**config.mk**
```make
export PLATFORM = sky130hd
export DESIGN_NAME = hsk_serial_port
export DESIGN_NICKNAME = d
export VERILOG_FILES = /design/src/rtl/hsk_pkg.sv /design/src/rtl/hsk_sync.sv /design/src/rtl/hsk_tick_gen.sv /design/src/rtl/hsk_byte_buf.sv /design/src/rtl/hsk_serial_port.sv
export SDC_FILE = /design/constraint.sdc
export NUM_CORES = 1
export LEC_CHECK = 0
export ABC_CLOCK_PERIOD_IN_PS = 3150
export BUFFER_PORTS_ARGS = -buffer_cell sky130_fd_sc_hd__buf_2
export CAP_MARGIN = 20
export CORE_MARGIN = 2
export CORE_UTILIZATION = 45
export DETAILED_ROUTE_END_ITERATION = 8
export PLACE_DENSITY = 0.72
export SLEW_MARGIN = 25
export SYNTH_ARGS = -nofsm -noshare
export SYNTH_HDL_FRONTEND = slang
export SYNTH_SLANG_ARGS = --single-unit
```
**constraint.sdc**
```tcl
create_clock -name clk -period 3.15 [get_ports clk]
set_input_delay 0.315 -clock clk [delete_from_list [all_inputs] [get_ports clk]]
set_output_delay 0.315 -clock clk [all_outputs]
set_load 0.05 [all_outputs]
```
**src/rtl/hsk_pkg.sv**
```systemverilog
package hsk_pkg;

    localparam int BYTE_W   = 8;
    localparam int BIT_W    = $clog2(BYTE_W);
    localparam int GO_TICKS = 3;   // half periods of go before a unit may start

    typedef enum logic [2:0] {
        ST_IDLE,
        ST_WAIT,
        ST_SHIFT,
        ST_STB,
        ST_GAP
    } hsk_state_e;

    typedef enum logic [1:0] {
        MODE_BYTE = 2'b00,
        MODE_ARB  = 2'b01,
        MODE_AUTO = 2'b10
    } hsk_mode_e;

    function automatic logic [BIT_W:0] unit_len(input logic [1:0] mode,
                                                input logic [BIT_W-1:0] cnt);
        if (mode == MODE_ARB)
            return {1'b0, cnt} + 1'b1;
        return (BIT_W+1)'(BYTE_W);
    endfunction

    function automatic logic drive_lvl(input logic act, input logic hi);
        return act ? hi : ~hi;
    endfunction

endpackage

```
**src/rtl/hsk_sync.sv**
```systemverilog
module hsk_sync #(
    parameter int W = 3
) (
    input  logic         clk,
    input  logic         rst,
    input  logic [W-1:0] d,
    input  logic [W-1:0] rst_val,
    output logic [W-1:0] q
);
    logic [W-1:0] meta;

    always_ff @(posedge clk) begin
        if (rst) begin
            meta <= rst_val;
            q    <= rst_val;
        end else begin
            meta <= d;
            q    <= meta;
        end
    end
endmodule

```
**src/rtl/hsk_tick_gen.sv**
```systemverilog
module hsk_tick_gen #(
    parameter int DIV_W = 8
) (
    input  logic             clk,
    input  logic             rst,
    input  logic             en,
    input  logic [DIV_W-1:0] div,
    output logic             tick
);
    logic [DIV_W-1:0] cnt;

    assign tick = en && (cnt == div);

    always_ff @(posedge clk) begin
        if (rst || !en || tick)
            cnt <= '0;
        else
            cnt <= cnt + 1'b1;
    end
endmodule

```
**src/rtl/hsk_byte_buf.sv**
```systemverilog
module hsk_byte_buf #(
    parameter int DEPTH = 4,
    parameter int W     = 8,
    parameter int IDX_W = 2
) (
    input  logic             clk,
    input  logic             rst,
    input  logic             wr_en,
    input  logic [IDX_W-1:0] wr_addr,
    input  logic [W-1:0]     wr_data,
    input  logic             wb_en,
    input  logic [IDX_W-1:0] wb_addr,
    input  logic [W-1:0]     wb_data,
    input  logic [IDX_W-1:0] ra_addr,
    output logic [W-1:0]     ra_data,
    input  logic [IDX_W-1:0] rb_addr,
    output logic [W-1:0]     rb_data
);
    logic [W-1:0] mem [DEPTH];

    always_ff @(posedge clk) begin
        for (int i = 0; i < DEPTH; i++) begin
            if (rst)
                mem[i] <= '0;
            else if (wb_en && wb_addr == IDX_W'(i))
                mem[i] <= wb_data;
            else if (wr_en && wr_addr == IDX_W'(i))
                mem[i] <= wr_data;
        end
    end

    assign ra_data = mem[ra_addr];
    assign rb_data = mem[rb_addr];
endmodule

```
**src/rtl/hsk_serial_port.sv**
```systemverilog
module hsk_serial_port
    import hsk_pkg::*;
#(
    parameter  int DIV_W     = 8,
    parameter  int BUF_DEPTH = 4,
    localparam int IDX_W     = (BUF_DEPTH > 1) ? $clog2(BUF_DEPTH) : 1
) (
    input  logic               clk,
    input  logic               rst,
    input  logic               cfg_init,
    input  logic               cfg_ext_clk,
    input  logic [1:0]         cfg_mode,
    input  logic [BIT_W-1:0]   cfg_bitcnt,
    input  logic [IDX_W-1:0]   cfg_auto_len,
    input  logic               cfg_auto_all,
    input  logic [DIV_W-1:0]   cfg_div,
    input  logic               cfg_bsyin_hi,
    input  logic               cfg_bsyout_hi,
    input  logic               cfg_stb_hi,
    input  logic               cfg_sout_hiz,
    input  logic               start,
    input  logic               wr_en,
    input  logic [IDX_W-1:0]   wr_addr,
    input  logic [BYTE_W-1:0]  wr_data,
    input  logic [IDX_W-1:0]   rd_addr,
    output logic [BYTE_W-1:0]  rd_data,
    input  logic               busy_in,
    input  logic               sclk_in,
    input  logic               sin,
    output logic               sclk_out,
    output logic               sout,
    output logic               sout_oe,
    output logic               busy_out,
    output logic               stb_out,
    output logic               xfer_busy
);
    // synchronized peer inputs
    logic busy_s, sclk_s, sin_s, sclk_d;
    logic go, tick, tick_en;

    hsk_sync #(.W(3)) u_sync (
        .clk     (clk),
        .rst     (rst),
        .d       ({busy_in, sclk_in, sin}),
        .rst_val ({cfg_bsyin_hi, 1'b1, 1'b0}),
        .q       ({busy_s, sclk_s, sin_s})
    );

    assign go = busy_s ^ cfg_bsyin_hi;

    // state
    hsk_state_e              state;
    logic                    flag, phase, sclk_r, sout_r;
    logic [1:0]              go_cnt;
    logic [BIT_W-1:0]        bit_idx;
    logic [IDX_W-1:0]        byte_idx;
    logic [BYTE_W-1:0]       sr, sr_upd, buf_q;
    logic [BIT_W:0]          len, len_m1;
    logic                    is_auto, unit_last, last_byte, strobe_now;
    logic                    do_rise, do_fall, wb_en;

    assign tick_en = !cfg_ext_clk &&
                     ((state == ST_WAIT) ? go
                                         : (state inside {ST_SHIFT, ST_STB, ST_GAP}));

    hsk_tick_gen #(.DIV_W(DIV_W)) u_tick (
        .clk  (clk),
        .rst  (rst || !cfg_init),
        .en   (tick_en),
        .div  (cfg_div),
        .tick (tick)
    );

    assign is_auto    = (cfg_mode == MODE_AUTO);
    assign len        = unit_len(cfg_mode, cfg_bitcnt);
    assign len_m1     = len - 1'b1;
    assign unit_last  = (bit_idx == len_m1[BIT_W-1:0]);
    assign last_byte  = !is_auto || (byte_idx == cfg_auto_len);
    assign strobe_now = !cfg_ext_clk && (!is_auto || !cfg_auto_all || last_byte);

    assign do_rise = cfg_ext_clk ? (sclk_s && !sclk_d && go)  : (tick && phase);
    assign do_fall = cfg_ext_clk ? (!sclk_s && sclk_d && go)  : (tick && !phase);

    always_comb begin
        sr_upd = sr;
        if (state == ST_SHIFT && do_rise)
            sr_upd[bit_idx] = sin_s;
    end

    assign wb_en = (state == ST_SHIFT) && do_rise && unit_last;

    hsk_byte_buf #(.DEPTH(BUF_DEPTH), .W(BYTE_W), .IDX_W(IDX_W)) u_buf (
        .clk     (clk),
        .rst     (rst),
        .wr_en   (wr_en),
        .wr_addr (wr_addr),
        .wr_data (wr_data),
        .wb_en   (wb_en),
        .wb_addr (byte_idx),
        .wb_data (sr_upd),
        .ra_addr (rd_addr),
        .ra_data (rd_data),
        .rb_addr (byte_idx),
        .rb_data (buf_q)
    );

    always_ff @(posedge clk) begin
        if (rst)
            sclk_d <= 1'b1;
        else
            sclk_d <= sclk_s;
    end

    always_ff @(posedge clk) begin
        if (rst || !cfg_init) begin
            state    <= ST_IDLE;
            flag     <= 1'b0;
            phase    <= 1'b0;
            sclk_r   <= 1'b1;
            sout_r   <= 1'b1;
            go_cnt   <= '0;
            bit_idx  <= '0;
            byte_idx <= '0;
            sr       <= '0;
        end else begin
            case (state)
                ST_IDLE: begin
                    if (start) begin
                        flag     <= 1'b1;
                        byte_idx <= '0;
                        bit_idx  <= '0;
                        go_cnt   <= '0;
                        state    <= ST_WAIT;
                    end
                end
                ST_WAIT: begin
                    if (cfg_ext_clk) begin
                        sr    <= buf_q;
                        phase <= 1'b0;
                        state <= ST_SHIFT;
                    end else if (!go) begin
                        go_cnt <= '0;
                    end else if (tick) begin
                        if (go_cnt == 2'(GO_TICKS - 1)) begin
                            sr     <= buf_q;
                            phase  <= 1'b0;
                            go_cnt <= '0;
                            state  <= ST_SHIFT;
                        end else begin
                            go_cnt <= go_cnt + 1'b1;
                        end
                    end
                end
                ST_SHIFT: begin
                    if (do_fall) begin
                        if (!cfg_ext_clk)
                            sclk_r <= 1'b0;
                        sout_r <= sr[bit_idx];
                        phase  <= 1'b1;
                    end else if (do_rise) begin
                        sclk_r <= 1'b1;
                        phase  <= 1'b0;
                        sr     <= sr_upd;
                        if (unit_last) begin
                            bit_idx <= '0;
                            if (strobe_now) begin
                                state <= ST_STB;
                            end else if (last_byte) begin
                                state <= ST_IDLE;
                                flag  <= 1'b0;
                            end else begin
                                byte_idx <= byte_idx + 1'b1;
                                go_cnt   <= '0;
                                state    <= ST_WAIT;
                            end
                        end else begin
                            bit_idx <= bit_idx + 1'b1;
                        end
                    end
                end
                ST_STB: begin
                    if (tick) begin
                        if (phase) begin
                            phase <= 1'b0;
                            state <= ST_GAP;
                        end else begin
                            phase <= 1'b1;
                        end
                    end
                end
                ST_GAP: begin
                    if (tick) begin
                        if (phase) begin
                            phase <= 1'b0;
                            if (last_byte) begin
                                state <= ST_IDLE;
                                flag  <= 1'b0;
                            end else begin
                                byte_idx <= byte_idx + 1'b1;
                                go_cnt   <= '0;
                                state    <= ST_WAIT;
                            end
                        end else begin
                            phase <= 1'b1;
                        end
                    end
                end
                default: state <= ST_IDLE;
            endcase
        end
    end

    // outputs
    logic busy_act, stb_act;
    assign busy_act  = (state == ST_SHIFT) || (is_auto && cfg_auto_all && flag);
    assign stb_act   = (state == ST_STB);
    assign busy_out  = drive_lvl(busy_act, cfg_bsyout_hi);
    assign stb_out   = drive_lvl(stb_act, cfg_stb_hi);
    assign sclk_out  = cfg_ext_clk ? 1'b1 : sclk_r;
    assign sout      = sout_r;
    assign sout_oe   = !cfg_sout_hiz || go;
    assign xfer_busy = flag;

endmodule

```
==> qor.csv <==
stage,metric,value,unit
run_status,outcome,completed,
sta,Slew headroom,0.489,
sta,Worst-Margin Slew,764,ps
finish,Filler Cell Count,899,
sta,Setup-failing EPs final,0,
yosys,share of the synthesized area in the top cell type,0.213,
clocking,clock sinks,71,
critical_path,CP max FO,10,
sta,TNS Setup,0,ps
critical_path,kind of critical path,flop to flop,
route,DRC viols,0,
yosys,Post-synth EDFFs,32,
floorplan,Die Y,104,µm
finish,Util after Layout,0.533,
clocking,CTS tree,built,
floorplan,die area,10800,µm²
floorplan,core region area,9730,µm²
pwr,LEAKAGE,1.85,nW
floorplan,Horiz. Die Dim,104,µm
global_routing,grt total ovfl,0,
yosys,synthesized area,4510,µm²
sta,final hold violation count,0,
pwr,Cell Pwr Density,425,nW/µm²
clocking,clk slew on worst S/H paths,90,ps
sta,Slew Limit Fails,0,
finish,Reg area,1740,µm²
global_routing,vias in the first global route,3710,
global_routing,largest net degree at the start of global routing,22,
clocking,Post-CTS Setup Repair Bufs,0,
critical_path,CP arrival,3230,ps
yosys,synth warn,0,
sta,crit path time final,2980,ps
critical_path,CP startpoint kind,flop,
sta,fmax,0.335,GHz
placement,PortBufs,54,
yosys,Post-synth top flop,dfxtp_1,
finish,multi-input logic area,2590,µm²
yosys,Syn Nets,487,
floorplan,# rows,36,
yosys,top area cells in the synthesized netlist,"edfxtp_1 21%, dfxtp_1 17%, mux4_2 8.0%",
clocking,root buffer cell,clkbuf_8,
worst_hold_path,worst hold path type,input pin to flop,
critical_path,RR Startpoint,state[0]$_SDFFE_PP0P_,
route,post-route ant nets,0,
clocking,"Clk Latency, worst-skew pair",360,ps
global_routing,first-pass GRT wire length,18500,µm
sta,RSZ-0062 raised after global routing,false,
placement,dpl ws,207,ps
yosys,#FFs+latches synth,71,
yosys,post-synthesis cell count,438,
placement,dpl hpwl,8440,µm
job,maximum capacitance violations,0,
sta,Final Cycle Share,0.947,
route,Post-Route WL,11700,µm
global_routing,initial antenna violation count,0,
placement,routability cong.,0.885,
worst_hold_path,Hold Startpoint,sclk_in,
yosys,post-synth top area cell,edfxtp_1,
pwr,VDD IR max,0.204,mV
clocking,Post-CTS Hold Buffers,0,
route,total number of vias,3775,
yosys,"Avg Cell Area, Syn",10.3,µm²
finish,nets,550,
clocking,cts repair resizes,0,
critical_path,Crit path required time,3400,ps
finish,n_diodes,0,
yosys,"Distinct cells, synth",70,
finish,P&R area growth vs syn,15.2,%
route,Via density,5.91,
clocking,Num CTS Buffers,9,
clocking,CTS max path bufs,2,
route,initial DRC count,244,
yosys,ys async rst share,0,
critical_path,Worst Setup End Kind,flop,
sta,clock skew,14.2,ps
clocking,H-tree Lvls,3,
critical_path,CP Launch Point,state[0]$_SDFFE_PP0P_,
floorplan,Initial Util,0.463,
route,Pre-antenna DRT Iters,5,
finish,fraction of layout cells with a size suffix above 1,0.277,
sta,Final WS setup,168,ps
floorplan,Top-Level Pins,55,
global_routing,GRT Total Usage,0.217,
yosys,post-synthesis sequential area ratio,0.387,
route,Wirelength per Cell,18.2,µm
[path summary, 6_finish.rpt]
| check | slack, ps | cells after the start | to |
|---|---|---|---|
| hold reg to reg | 440 | 2 | u_sync.q[2]$_DFF_P_ |
| hold / removal | 150 | 2 | u_sync.meta[1]$_SDFF_PP1_ |
| setup reg to reg | 170 | 8 | sr[5]$_SDFFE_PP0P_ |
| setup / recovery | 170 | 8 | sr[5]$_SDFFE_PP0P_ |
[cell usage in the layout (no fill, tap or decap), types with 4 or more instances in the layout]
master / instances
mux2i_1: 13
mux4_2: 16
inv_6: 4
nor3b_1: 5
a31oi_1: 4
nor2b_1: 19
a2111oi_4: 4
and3_1: 4
nand2_1: 45
ha_1: 8
dfxtp_1: 39
xor2_1: 10
nand3_1: 20
clkbuf_8: 9
buf_2: 54
xnor2_1: 13
nor3_1: 11
o2bb2ai_1: 8
or2_2: 5
a211o_1: 6
nand2b_1: 7
edfxtp_1: 32
nor2_1: 25
buf_4: 21
a21oi_1: 18
inv_1: 11
o21ai_0: 25
a21oi_2: 5
[layer usage]
metal  vias to the layer above  share of wire  track usage  wire [µm]
met3                        24          0.088       0.0470       1030
met1                      1791           0.42        0.280       4850
li1                       1777              -            -          -
met4                         0          0.023       0.0898        269
met2                       183           0.47        0.353       5510
met5                         -              0            0          0
[critical path, cell delays in order (launching register included)]
cell	delay, ps
dfxtp_1	500
nor3b_1	270
a221oi_2	120
or4_1	500
buf_4	210
a2111oi_4	370
mux2i_1	480
nor3_1	110
a211o_1	300
[flip-flops by register name, indices dropped and copies added (netlist names), named ones only]
register and flops:
xfer_busy 1, sr 8, sclk_r 1, sclk_d 1, u_tick.cnt 8, u_buf.mem 32, bit_idx 3, go_cnt 2
sout 1, state 3, u_sync.meta 3, u_sync.q 3, byte_idx 2, phase 1
[report_power, final]
group	switching, mW	internal, mW	leakage (nW)	total [mW]
combinational	0.195	0.121	1.11	0.315
sequential	0.0264	1.00	0.630	1.03
clock	0.404	0.457	0.111	0.861
[cells by family (layout without fill, tap and decap cells)]
family,count (synthesis),count (layout),share of synthesized area
AO/OA/AOI/OAI,106,106,0.192
XOR/XNOR,24,24,0.0483
adder cells (fa/ha/maj),9,9,0.0244
buffers and inverters,34,102,0.0394
flip-flops,71,71,0.387
multiplexers,32,32,0.118
AND/OR/NAND/NOR,162,162,0.191
[through the flow]
step | cells | hold WS (ps) | total power, mW | cell area [µm²]
global placement | 623 | 399 | 1.35 | 4960
global route | 639 | 148 | 2.27 | 5190
CTS | 639 | 140 | 2.22 | 5190
floorplan | 438 | 389 | 1.26 | 4510
finish | 639 | 153 | 2.21 | 5190
detailed placement | 623 | 396 | 1.36 | 4960
[cell type report]
| class | instances | share of cell area |
|---|---|---|
| timing repair buffer | 75 | 0.0824 |
| multi-input combinational | 333 | 0.498 |
| sequential | 71 | 0.336 |
| clock buffer | 9 | 0.0239 |
| tap | 133 | 0.0321 |
| inverter | 11 | 0.00796 |
| clock inverter | 7 | 0.0198 |
[synthesized netlist by cell type, types with 3 or more instances]
master	number
nand2_1	45
dfxtp_1	39
edfxtp_1	32
nor2_1	25
o21ai_0	25
nand3_1	20
nor2b_1	19
a21oi_1	18
mux4_2	16
mux2i_1	13
xnor2_1	13
inv_1	11
nor3_1	11
clkbuf_1	10
xor2_1	10
ha_1	8
o2bb2ai_1	8
nand2b_1	7
a211o_1	6
a21oi_2	5
nor3b_1	5
or2_2	5
a2111oi_4	4
a31oi_1	4
and3_1	4
buf_1	4
buf_6	4
a2111oi_2	3
a211oi_1	3
a221o_1	3
a221oi_1	3
nand4_1	3
or3_1	3
Note: power is estimated with default switching activity, not from simulation.
